**src/rtl/pdec_pkg.sv**
```systemverilog
package pdec_pkg;
  typedef enum logic [1:0] {
    CMD_NONE = 2'd0,
    CMD_PAGE = 2'd1,
    CMD_DATA = 2'd2
  } cmd_kind_e;
endpackage

```
**src/rtl/pdec_cmd_decode.sv**
```systemverilog
module pdec_cmd_decode
  import pdec_pkg::*;
#(
  parameter int ADDR_W = 7,
  parameter int DATA_W = 8,
  localparam int FRAME_W = 1 + ADDR_W + DATA_W
) (
  input  logic               frame_valid,
  input  logic [FRAME_W-1:0] frame_word,
  output cmd_kind_e          kind,
  output logic [ADDR_W-1:0]  addr,
  output logic [DATA_W-1:0]  data
);
  logic is_write;

  always_comb begin
    is_write = frame_valid && frame_word[FRAME_W-1];
    addr     = frame_word[FRAME_W-2:DATA_W];
    data     = frame_word[DATA_W-1:0];
    kind     = CMD_NONE;
    if (is_write) begin
      if (addr == '0)
        kind = CMD_PAGE;
      else if (addr[ADDR_W-1:1] != '0)
        kind = CMD_DATA;
    end
  end
endmodule

```
**src/rtl/pdec_page_reg.sv**
```systemverilog
module pdec_page_reg #(
  parameter int PAGE_W = 8
) (
  input  logic              clk,
  input  logic              rst,
  input  logic              set,
  input  logic [PAGE_W-1:0] value,
  output logic [PAGE_W-1:0] page
);
  always_ff @(posedge clk) begin
    if (rst)
      page <= '0;
    else if (set)
      page <= value;
  end

  a_r3_page_loads: assert property (@(posedge clk) disable iff (rst)
    set |=> page == $past(value));
  a_r3_page_holds: assert property (@(posedge clk) disable iff (rst)
    !set |=> $stable(page));
endmodule

```
**src/rtl/pdec_commit_tracker.sv**
```systemverilog
module pdec_commit_tracker #(
  parameter int PAGE_W = 8,
  parameter int REG_W  = 6
) (
  input  logic              clk,
  input  logic              rst,
  input  logic              arm,
  input  logic [PAGE_W-1:0] arm_page,
  input  logic [REG_W-1:0]  arm_reg,
  input  logic              cs_rise,
  output logic              cmt_stb,
  output logic [PAGE_W-1:0] cmt_page,
  output logic [REG_W-1:0]  cmt_reg
);
  logic              pend;
  logic [PAGE_W-1:0] pend_page;
  logic [REG_W-1:0]  pend_reg;

  always_ff @(posedge clk) begin
    if (rst) begin
      pend      <= 1'b0;
      pend_page <= '0;
      pend_reg  <= '0;
      cmt_stb   <= 1'b0;
      cmt_page  <= '0;
      cmt_reg   <= '0;
    end else begin
      cmt_stb <= cs_rise && pend;
      if (cs_rise) begin
        cmt_page <= pend_page;
        cmt_reg  <= pend_reg;
      end
      if (arm) begin
        pend      <= 1'b1;
        pend_page <= arm_page;
        pend_reg  <= arm_reg;
      end else if (cs_rise) begin
        pend <= 1'b0;
      end
    end
  end

  a_r8_commit_needs_cs: assert property (@(posedge clk) disable iff (rst)
    cmt_stb |-> $past(cs_rise));
  a_r7_commit_clears: assert property (@(posedge clk) disable iff (rst)
    (cs_rise && !arm) |=> !pend);
endmodule

```
**src/rtl/paged_byte_decoder.sv**
```systemverilog
module paged_byte_decoder
  import pdec_pkg::*;
#(
  parameter int ADDR_W = 7,
  parameter int DATA_W = 8,
  parameter int PAGE_W = 8,
  localparam int FRAME_W = 1 + ADDR_W + DATA_W,
  localparam int REG_W   = ADDR_W - 1
) (
  input  logic               clk,
  input  logic               rst,
  input  logic               frame_valid,
  input  logic [FRAME_W-1:0] frame_word,
  input  logic               cs_rise,
  output logic [PAGE_W-1:0]  cur_page,
  output logic               wr_stb,
  output logic [1:0]         wr_be,
  output logic [PAGE_W-1:0]  wr_page,
  output logic [REG_W-1:0]   wr_reg,
  output logic [DATA_W-1:0]  wr_data,
  output logic               cmt_stb,
  output logic [PAGE_W-1:0]  cmt_page,
  output logic [REG_W-1:0]   cmt_reg
);
  cmd_kind_e         kind;
  logic [ADDR_W-1:0] addr;
  logic [DATA_W-1:0] data;

  pdec_cmd_decode #(.ADDR_W(ADDR_W), .DATA_W(DATA_W)) u_dec (
    .frame_valid(frame_valid),
    .frame_word (frame_word),
    .kind       (kind),
    .addr       (addr),
    .data       (data)
  );

  pdec_page_reg #(.PAGE_W(PAGE_W)) u_page (
    .clk  (clk),
    .rst  (rst),
    .set  (kind == CMD_PAGE),
    .value(data[PAGE_W-1:0]),
    .page (cur_page)
  );

  pdec_commit_tracker #(.PAGE_W(PAGE_W), .REG_W(REG_W)) u_cmt (
    .clk     (clk),
    .rst     (rst),
    .arm     (kind == CMD_DATA),
    .arm_page(cur_page),
    .arm_reg (addr[ADDR_W-1:1]),
    .cs_rise (cs_rise),
    .cmt_stb (cmt_stb),
    .cmt_page(cmt_page),
    .cmt_reg (cmt_reg)
  );

  always_ff @(posedge clk) begin
    if (rst) begin
      wr_stb  <= 1'b0;
      wr_be   <= 2'b00;
      wr_page <= '0;
      wr_reg  <= '0;
      wr_data <= '0;
    end else begin
      wr_stb <= (kind == CMD_DATA);
      if (kind == CMD_DATA) begin
        wr_be   <= addr[0] ? 2'b10 : 2'b01;
        wr_page <= cur_page;
        wr_reg  <= addr[ADDR_W-1:1];
        wr_data <= data;
      end
    end
  end

  a_r2_read_inert: assert property (@(posedge clk) disable iff (rst)
    (frame_valid && !frame_word[FRAME_W-1]) |=> (!wr_stb && $stable(cur_page)));
  a_r4_page_hi_ignored: assert property (@(posedge clk) disable iff (rst)
    (frame_valid && frame_word[FRAME_W-1] && frame_word[FRAME_W-2:DATA_W] == 1)
      |=> (!wr_stb && $stable(cur_page)));
  a_r5_stb_needs_write: assert property (@(posedge clk) disable iff (rst)
    wr_stb |-> $past(frame_valid && frame_word[FRAME_W-1]));
  a_r6_lane_onehot: assert property (@(posedge clk) disable iff (rst)
    wr_stb |-> $countones(wr_be) == 1);
endmodule

```
**config.mk**
```make
export PLATFORM = sky130hd
export DESIGN_NAME = paged_byte_decoder
export DESIGN_NICKNAME = d
export VERILOG_FILES = /design/src/rtl/pdec_pkg.sv /design/src/rtl/pdec_cmd_decode.sv /design/src/rtl/pdec_page_reg.sv /design/src/rtl/pdec_commit_tracker.sv /design/src/rtl/paged_byte_decoder.sv
export SDC_FILE = /design/constraint.sdc
export NUM_CORES = 1
export LEC_CHECK = 0
export BUFFER_PORTS_ARGS = -buffer_cell sky130_fd_sc_hd__buf_4
export CAP_MARGIN = 20
export CELL_PAD_IN_SITES_DETAIL_PLACEMENT = 1
export CELL_PAD_IN_SITES_GLOBAL_PLACEMENT = 1
export CORE_MARGIN = 3
export CORE_UTILIZATION = 37
export CTS_BUF_LIST = sky130_fd_sc_hd__clkbuf_4
export CTS_CLUSTER_SIZE = 25
export DETAILED_ROUTE_END_ITERATION = 10
export PLACE_DENSITY_LB_ADDON = 0.1
export SYNTH_ARGS = -nofsm -noshare
export SYNTH_HDL_FRONTEND = slang
export SYNTH_SLANG_ARGS = --single-unit
```
**constraint.sdc**
```tcl
create_clock -name clk -period 1.8 [get_ports clk]
set_input_delay 0.27 -clock clk [delete_from_list [all_inputs] [get_ports clk]]
set_output_delay 0.27 -clock clk [all_outputs]
set_load 0.005 [all_outputs]
```
==> results.yml, run 1 <==
clock_network:
  clockBufferDepth: 2
  cts_tree: "built"
  root_buffer: "clkbuf_4"
  cts_sinks: 49
  clk_latency_ns: 0.36
  ctsHtreeMaxLevel: 2
  post_cts_buffers: 0
  ctsHoldBuffers: 0
  clk_pin_slew_ns: 0.14
  numCtsBuffers: 5
  cts_resized: 0
worst_setup_path:
  critical_path.top_delay_family: "simple AND/OR/NAND/NOR gates"
  worstPathMaxFanout: 4
  cp.arrival_ns: 1.80
  r2r_slack_ns: 1.13
  rr_endpoint: "u_cmt.cmt_page[6]$_SDFFE_PP0P_"
  r2r_cells: 2
  crit_type: "in -> reg"
  crit_slowest_cell: "or4_4"
  max_stage_delay_ns: 0.53
  cp.required_ns: 2.09
  path_buf_inv: 3
  crit-reg2reg-launch: "u_cmt.pend_page[6]$_SDFFE_PP0N_"
  crit_path_cell_trace: "buf_4 -> or4_4 -> buf_4 -> nor4_1 -> buf_4 -> mux2i_1"
  end_kind: "flop"
  cpMostUsedCell: "buf_4"
  critPathLaunchType: "input port"
timing:
  whs_ns: 0.179
  worstMarginPinSlew_ns: 0.468
  fin_crit_sh_pct: 84.0
  drv_slew: 0
  hold_viol_final: 0
  rsz0062_at_grt: "false"
  setup_violations: 0
  clock.fmax_mhz: 661
  period_needed_ns: 1.51
  skew_ns: 0.00602
  slew_headroom_pct: 68.8
synthesis:
  yosysWarnings: 0
  ys_ff_latch: 49
  synth_cells: 175
  syn_avg_cell_area_um2: 10.3
  synth_cell_types: 21
  synth-seq-area-share_pct: 54.6
  syn_nets: 195
  syn_area_um2: 1800
final_layout:
  multi_input_area_um2: 761
  antennaDiodeCount: 0
  stdcell_area_um2: 2430
  final_cell_mix: "buf_4 (73), dfxtp_1 (49), mux2i_1 (39)"
  fin_nets: 263
  fillers: 520
  area_growth_pct: 35.1
  seqCellArea_um2: 981
  drive_gt1_share_pct: 36.1
  final_common_cell: "buf_4"
power_and_ir_drop:
  power.static_leakage_nw: 1.15
  vdd_ir_drop_max_uv: 421
  p_per_area_nw_per_um2: 735
place:
  placed_area_um2: 2380
  place.gp.congestion: 0.720
  dpl.hpwl_mm: 3.62
  io_buffers: 67
global_route:
  gr-usage-all-layers_pct: 17.2
  antenna_found_initial: 0
  grt_max_degree: 25
  gr-total-overflow: 0
  grt_pass1_wl_mm: 7.36
  grt_pass1_vias: 1568
detailed_routing:
  final_antenna_net_count: 0
  viasPerCell: 4.82
  wirelength_mm: 4.75
  drcViolationCount: 0
  drt_first_pass_iters: 4
  vias: 1489
  routedWlPerCell_um: 15.4
  drt_first_iter_violations: 39
min_path:
  min_to: "wr_be[1]$_SDFFE_PP0N_"
  min_path_type: "in -> reg"
  hp-start: "frame_word[8]"
  worstHoldPathCells: 3
floorplan:
  core_area_um2: 4530
  pin_count: 68
  die_y_um: 75.7
  initial_core_util_pct: 39.7
  die_w_um: 75.7
  num_rows: 24
  die-area_um2: 5730
job:
  maxCapViolCount: 0
outcome:
  outcome: "finished clean"
cell usage after synthesis (all sizes together):
library cell / n / area (um^2)
dfxtp: 49 / 981
mux2i: 39 / 390
nand2: 35 / 131
nor2: 15 / 56.3
clkbuf: 8 / 30.0
a31o: 6 / 52.6
nor3b: 6 / 45.0
buf: 4 / 18.8
inv: 2 / 7.51
or4: 2 / 18.8
a211oi: 1 / 7.51
a21oi: 1 / 5.00
and3: 1 / 6.26
nand2b: 1 / 6.26
nor4: 1 / 6.26
o2111a: 1 / 11.3
o21ba: 1 / 10.0
o21bai: 1 / 7.51
or2: 1 / 6.26
kinds of logic (layout without fill, tap and decap cells):
family	after synthesis	after routing	share of synthesized area [%]
simple gates	62	62	15.4
flops	49	49	54.6
buf+inv	14	83	3.13
mux	39	39	21.7
compound gates	11	11	5.22
stage by stage:
step / TNS [ns] / power [mW] / setup slack [ns] / cells / utilization, %
finish: 0 / 1.78 / 0.288 / 309 / 53.6
global route: 0 / 1.87 / 0.207 / 309 / 53.6
CTS: 0 / 1.81 / 0.280 / 309 / 53.6
detailed placement: -0.650 / 1.34 / -0.0994 / 301 / 52.5
global placement: -0.306 / 1.33 / -0.0505 / 301 / 52.5
floorplan: 0 / 1.24 / 0.133 / 175 / -
layer usage:
metal	vias up	track usage (%)	part of all wire, %
li1	723	-	-
met1	715	19.1	41
met2	43	31.6	53
met3	8	4.49	4.6
met4	0	5.83	1.5
met5	-	0	0
power breakdown:
| part | internal (mW) | switching [mW] | total (mW) |
|---|---|---|---|
| logic | 0.0969 | 0.0883 | 0.185 |
| registers | 1.11 | 0.0151 | 1.12 |
| clock network | 0.142 | 0.332 | 0.474 |
| total | 1.35 | 0.436 | 1.78 |
worst reg2reg max path, cell delays in order (launching register included):
cell and delay [ns]:
dfxtp_1 0.36, mux2i_1 0.16, nor2_1 0.06
area by class of cell:
class / instances / share of cell area [%]
Clock buffer: 5 / 1.55
Inverter: 2 / 0.309
Sequential cell: 49 / 40.4
Timing Repair Buffer: 73 / 22.6
Clock inverter: 3 / 0.515
Tap cell: 65 / 3.35
Multi-Input combinational cell: 112 / 31.3
worst max path at each step:
stage	cells past startpoint	endpoint	startpoint	slack, ns
after floorplan	4	u_page.page[0]$_SDFFE_PP0N_	frame_word[14]	0.13
after global placement	4	u_page.page[1]$_SDFFE_PP0N_	frame_word[14]	-0.05
after detailed placement	4	u_page.page[1]$_SDFFE_PP0N_	frame_word[14]	-0.1
after CTS	6	u_page.page[5]$_SDFFE_PP0N_	frame_word[14]	0.28
after global routing	6	u_page.page[5]$_SDFFE_PP0N_	frame_word[14]	0.21
final	6	u_page.page[5]$_SDFFE_PP0N_	frame_word[14]	0.29
Note: power is estimated with default switching activity, not from simulation.
==> run 2: changes to the inputs <==
- CORE_UTILIZATION: 37 -> 34
- clock period: 1.8 -> 1.3 ns (I/O delays scaled with it)
==> run 2 against run 1 <==
Compared with the run above:
- clock power up 89%
- total power grew 53%
- sequential power grew 39%
- combinational power is 48% higher
- non-clock buffer count is 2 higher
- die area up 8.1%
- clock-buffer cell count grew 1
- largest power group unchanged
==> results.yml, run 2 (same netlist as run 1, synthesis figures left out) <==
global_route:
  grt_pass1_vias: 1574
  gr-usage-all-layers_pct: 16.6
  antenna_found_initial: 0
  gr-total-overflow: 0
  grt_max_degree: 40
  grt_pass1_wl_mm: 7.98
place:
  dpl.hpwl_mm: 3.72
  io_buffers: 67
  place.gp.congestion: 0.728
clock_network:
  cts_sinks: 49
  clockBufferDepth: 2
  ctsHtreeMaxLevel: 2
  clk_latency_ns: 0.36
  cts_tree: "built"
  numCtsBuffers: 5
  root_buffer: "clkbuf_4"
  clk_pin_slew_ns: 0.14
timing:
  setup_violations: 0
  period_needed_ns: 1.28
  whs_ns: 0.0890
  fin_crit_sh_pct: 98.3
  clock.fmax_mhz: 783
  worstMarginPinSlew_ns: 0.462
  skew_ns: 0.00511
  hold_viol_final: 0
  setup_tns_ns: 0
  slew_headroom_pct: 69.2
  drv_slew: 0
  rsz0062_at_grt: "false"
floorplan:
  die_w_um: 78.7
  core_area_um2: 4910
  die-area_um2: 6200
  num_rows: 25
  initial_core_util_pct: 36.6
  pin_count: 68
  die_y_um: 78.7
detailed_routing:
  vias: 1516
  viasPerCell: 4.84
  drt_first_iter_violations: 55
  routedWlPerCell_um: 15.6
  final_antenna_net_count: 0
  wirelength_mm: 4.89
  drt_first_pass_iters: 4
  drcViolationCount: 0
min_path:
  min_path_type: "in -> reg"
final_layout:
  antennaDiodeCount: 0
  fin_nets: 265
  drive_gt1_share_pct: 37.8
  fillers: 581
  seqCellArea_um2: 981
  final_cell_mix: "buf_4 (71), dfxtp_1 (49), mux2i_1 (39)"
  final_common_cell: "buf_4"
  area_growth_pct: 40.0
  multi_input_area_um2: 779
worst_setup_path:
  end_kind: "flop"
  cp.arrival_ns: 1.54
  max_stage_delay_ns: 0.56
  crit_slowest_cell: "or4_4"
  path_buf_inv: 1
  cpMostUsedCell: "or4_4"
  cp.required_ns: 1.57
  worstPathMaxFanout: 5
  crit_type: "in -> reg"
  critPathLaunchType: "input port"
  critical_path.top_delay_family: "simple AND/OR/NAND/NOR gates"
  crit_path_cell_trace: "buf_4 -> or4_4 -> or4_4 -> mux2i_1"
power_and_ir_drop:
  p_int_mw: 2.10
  switchingPower_mw: 0.623
  seq_power_share_pct: 57.1
  swShare_pct: 22.9
  vdd_ir_drop_max_uv: 627
  power.static_leakage_nw: 1.18
  p_clk_share_pct: 32.8
  p_per_area_nw_per_um2: 1080
  p_comb_share_pct: 10.1
outcome:
  outcome: "finished clean"
job:
  maxCapViolCount: 0
## run 2: cell types whose count changed in the layout (fill, tap and decap cells not counted), sizes merged
cell,before,now
buf,73,75
clkinv,3,1
bufinv,0,1
clkbuf,5,6
## run 2: power groups by stage
stage                     Clock, mW  Sequential [mW]  Combinational, mW
after floorplan                   0             1.59              0.131
after global placement            0             1.59              0.259
after detailed placement          0             1.59              0.271
after CTS                     0.924             1.56              0.275
after global routing          0.979             1.56              0.299
final                         0.895             1.56              0.274
## run 2: final timing paths
kind / from / endpoint / slack (ns) / cells past startpoint
max: frame_word[9] / u_page.page[1]$_SDFFE_PP0N_ / 0.02 / 4
min: rst / u_cmt.cmt_page[6]$_SDFFE_PP0P_ / 0.09 / 2
max reg2reg: u_page.page[1]$_SDFFE_PP0N_ / u_page.page[1]$_SDFFE_PP0N_ / 0.61 / 2
min reg2reg: wr_data[4]$_SDFFE_PP0N_ / wr_data[4]$_SDFFE_PP0N_ / 0.47 / 2
## run 2: per-layer routing
metal	track usage [%]	wire length, um
met3	4.31	271
met1	19.1	2030
met4	6.29	64
met5	0	0
met2	29.4	2530
## run 2: area by class of cell
class | count | area share [%]
Sequential cell | 49 | 39.0
Multi-Input combinational cell | 112 | 31.0
Timing Repair Buffer | 75 | 23.3
Tap cell | 67 | 3.33
Clock buffer | 6 | 1.79
Clock inverter | 2 | 1.34
Inverter | 2 | 0.298
## run 2: metrics by stage
step	utilization [%]	setup slack [ns]	cell area (um^2)	total power [mW]	std cells
finish	51.3	0.0225	2520	2.73	313
global placement	49.2	-0.431	2420	1.85	306
detailed placement	49.2	-0.439	2420	1.86	306
global route	51.3	0.0158	2520	2.84	313
floorplan	-	-0.291	1830	1.72	175
CTS	51.2	0.00180	2510	2.76	314
## run 2: worst register-to-register path: cells and delay by family, from the launching register on
family,cells,cell delay [ns]
multiplexers,1,0.15
AND/OR/NAND/NOR,1,0.09
flip-flops,1,0.39
## run 2: timing repair
item,in CTS,in global routing
buffers inserted,0,0
pin swaps,0,0
resized for setup,4,3
endpoints found under the setup margin,8,5
hold buffers,0,0
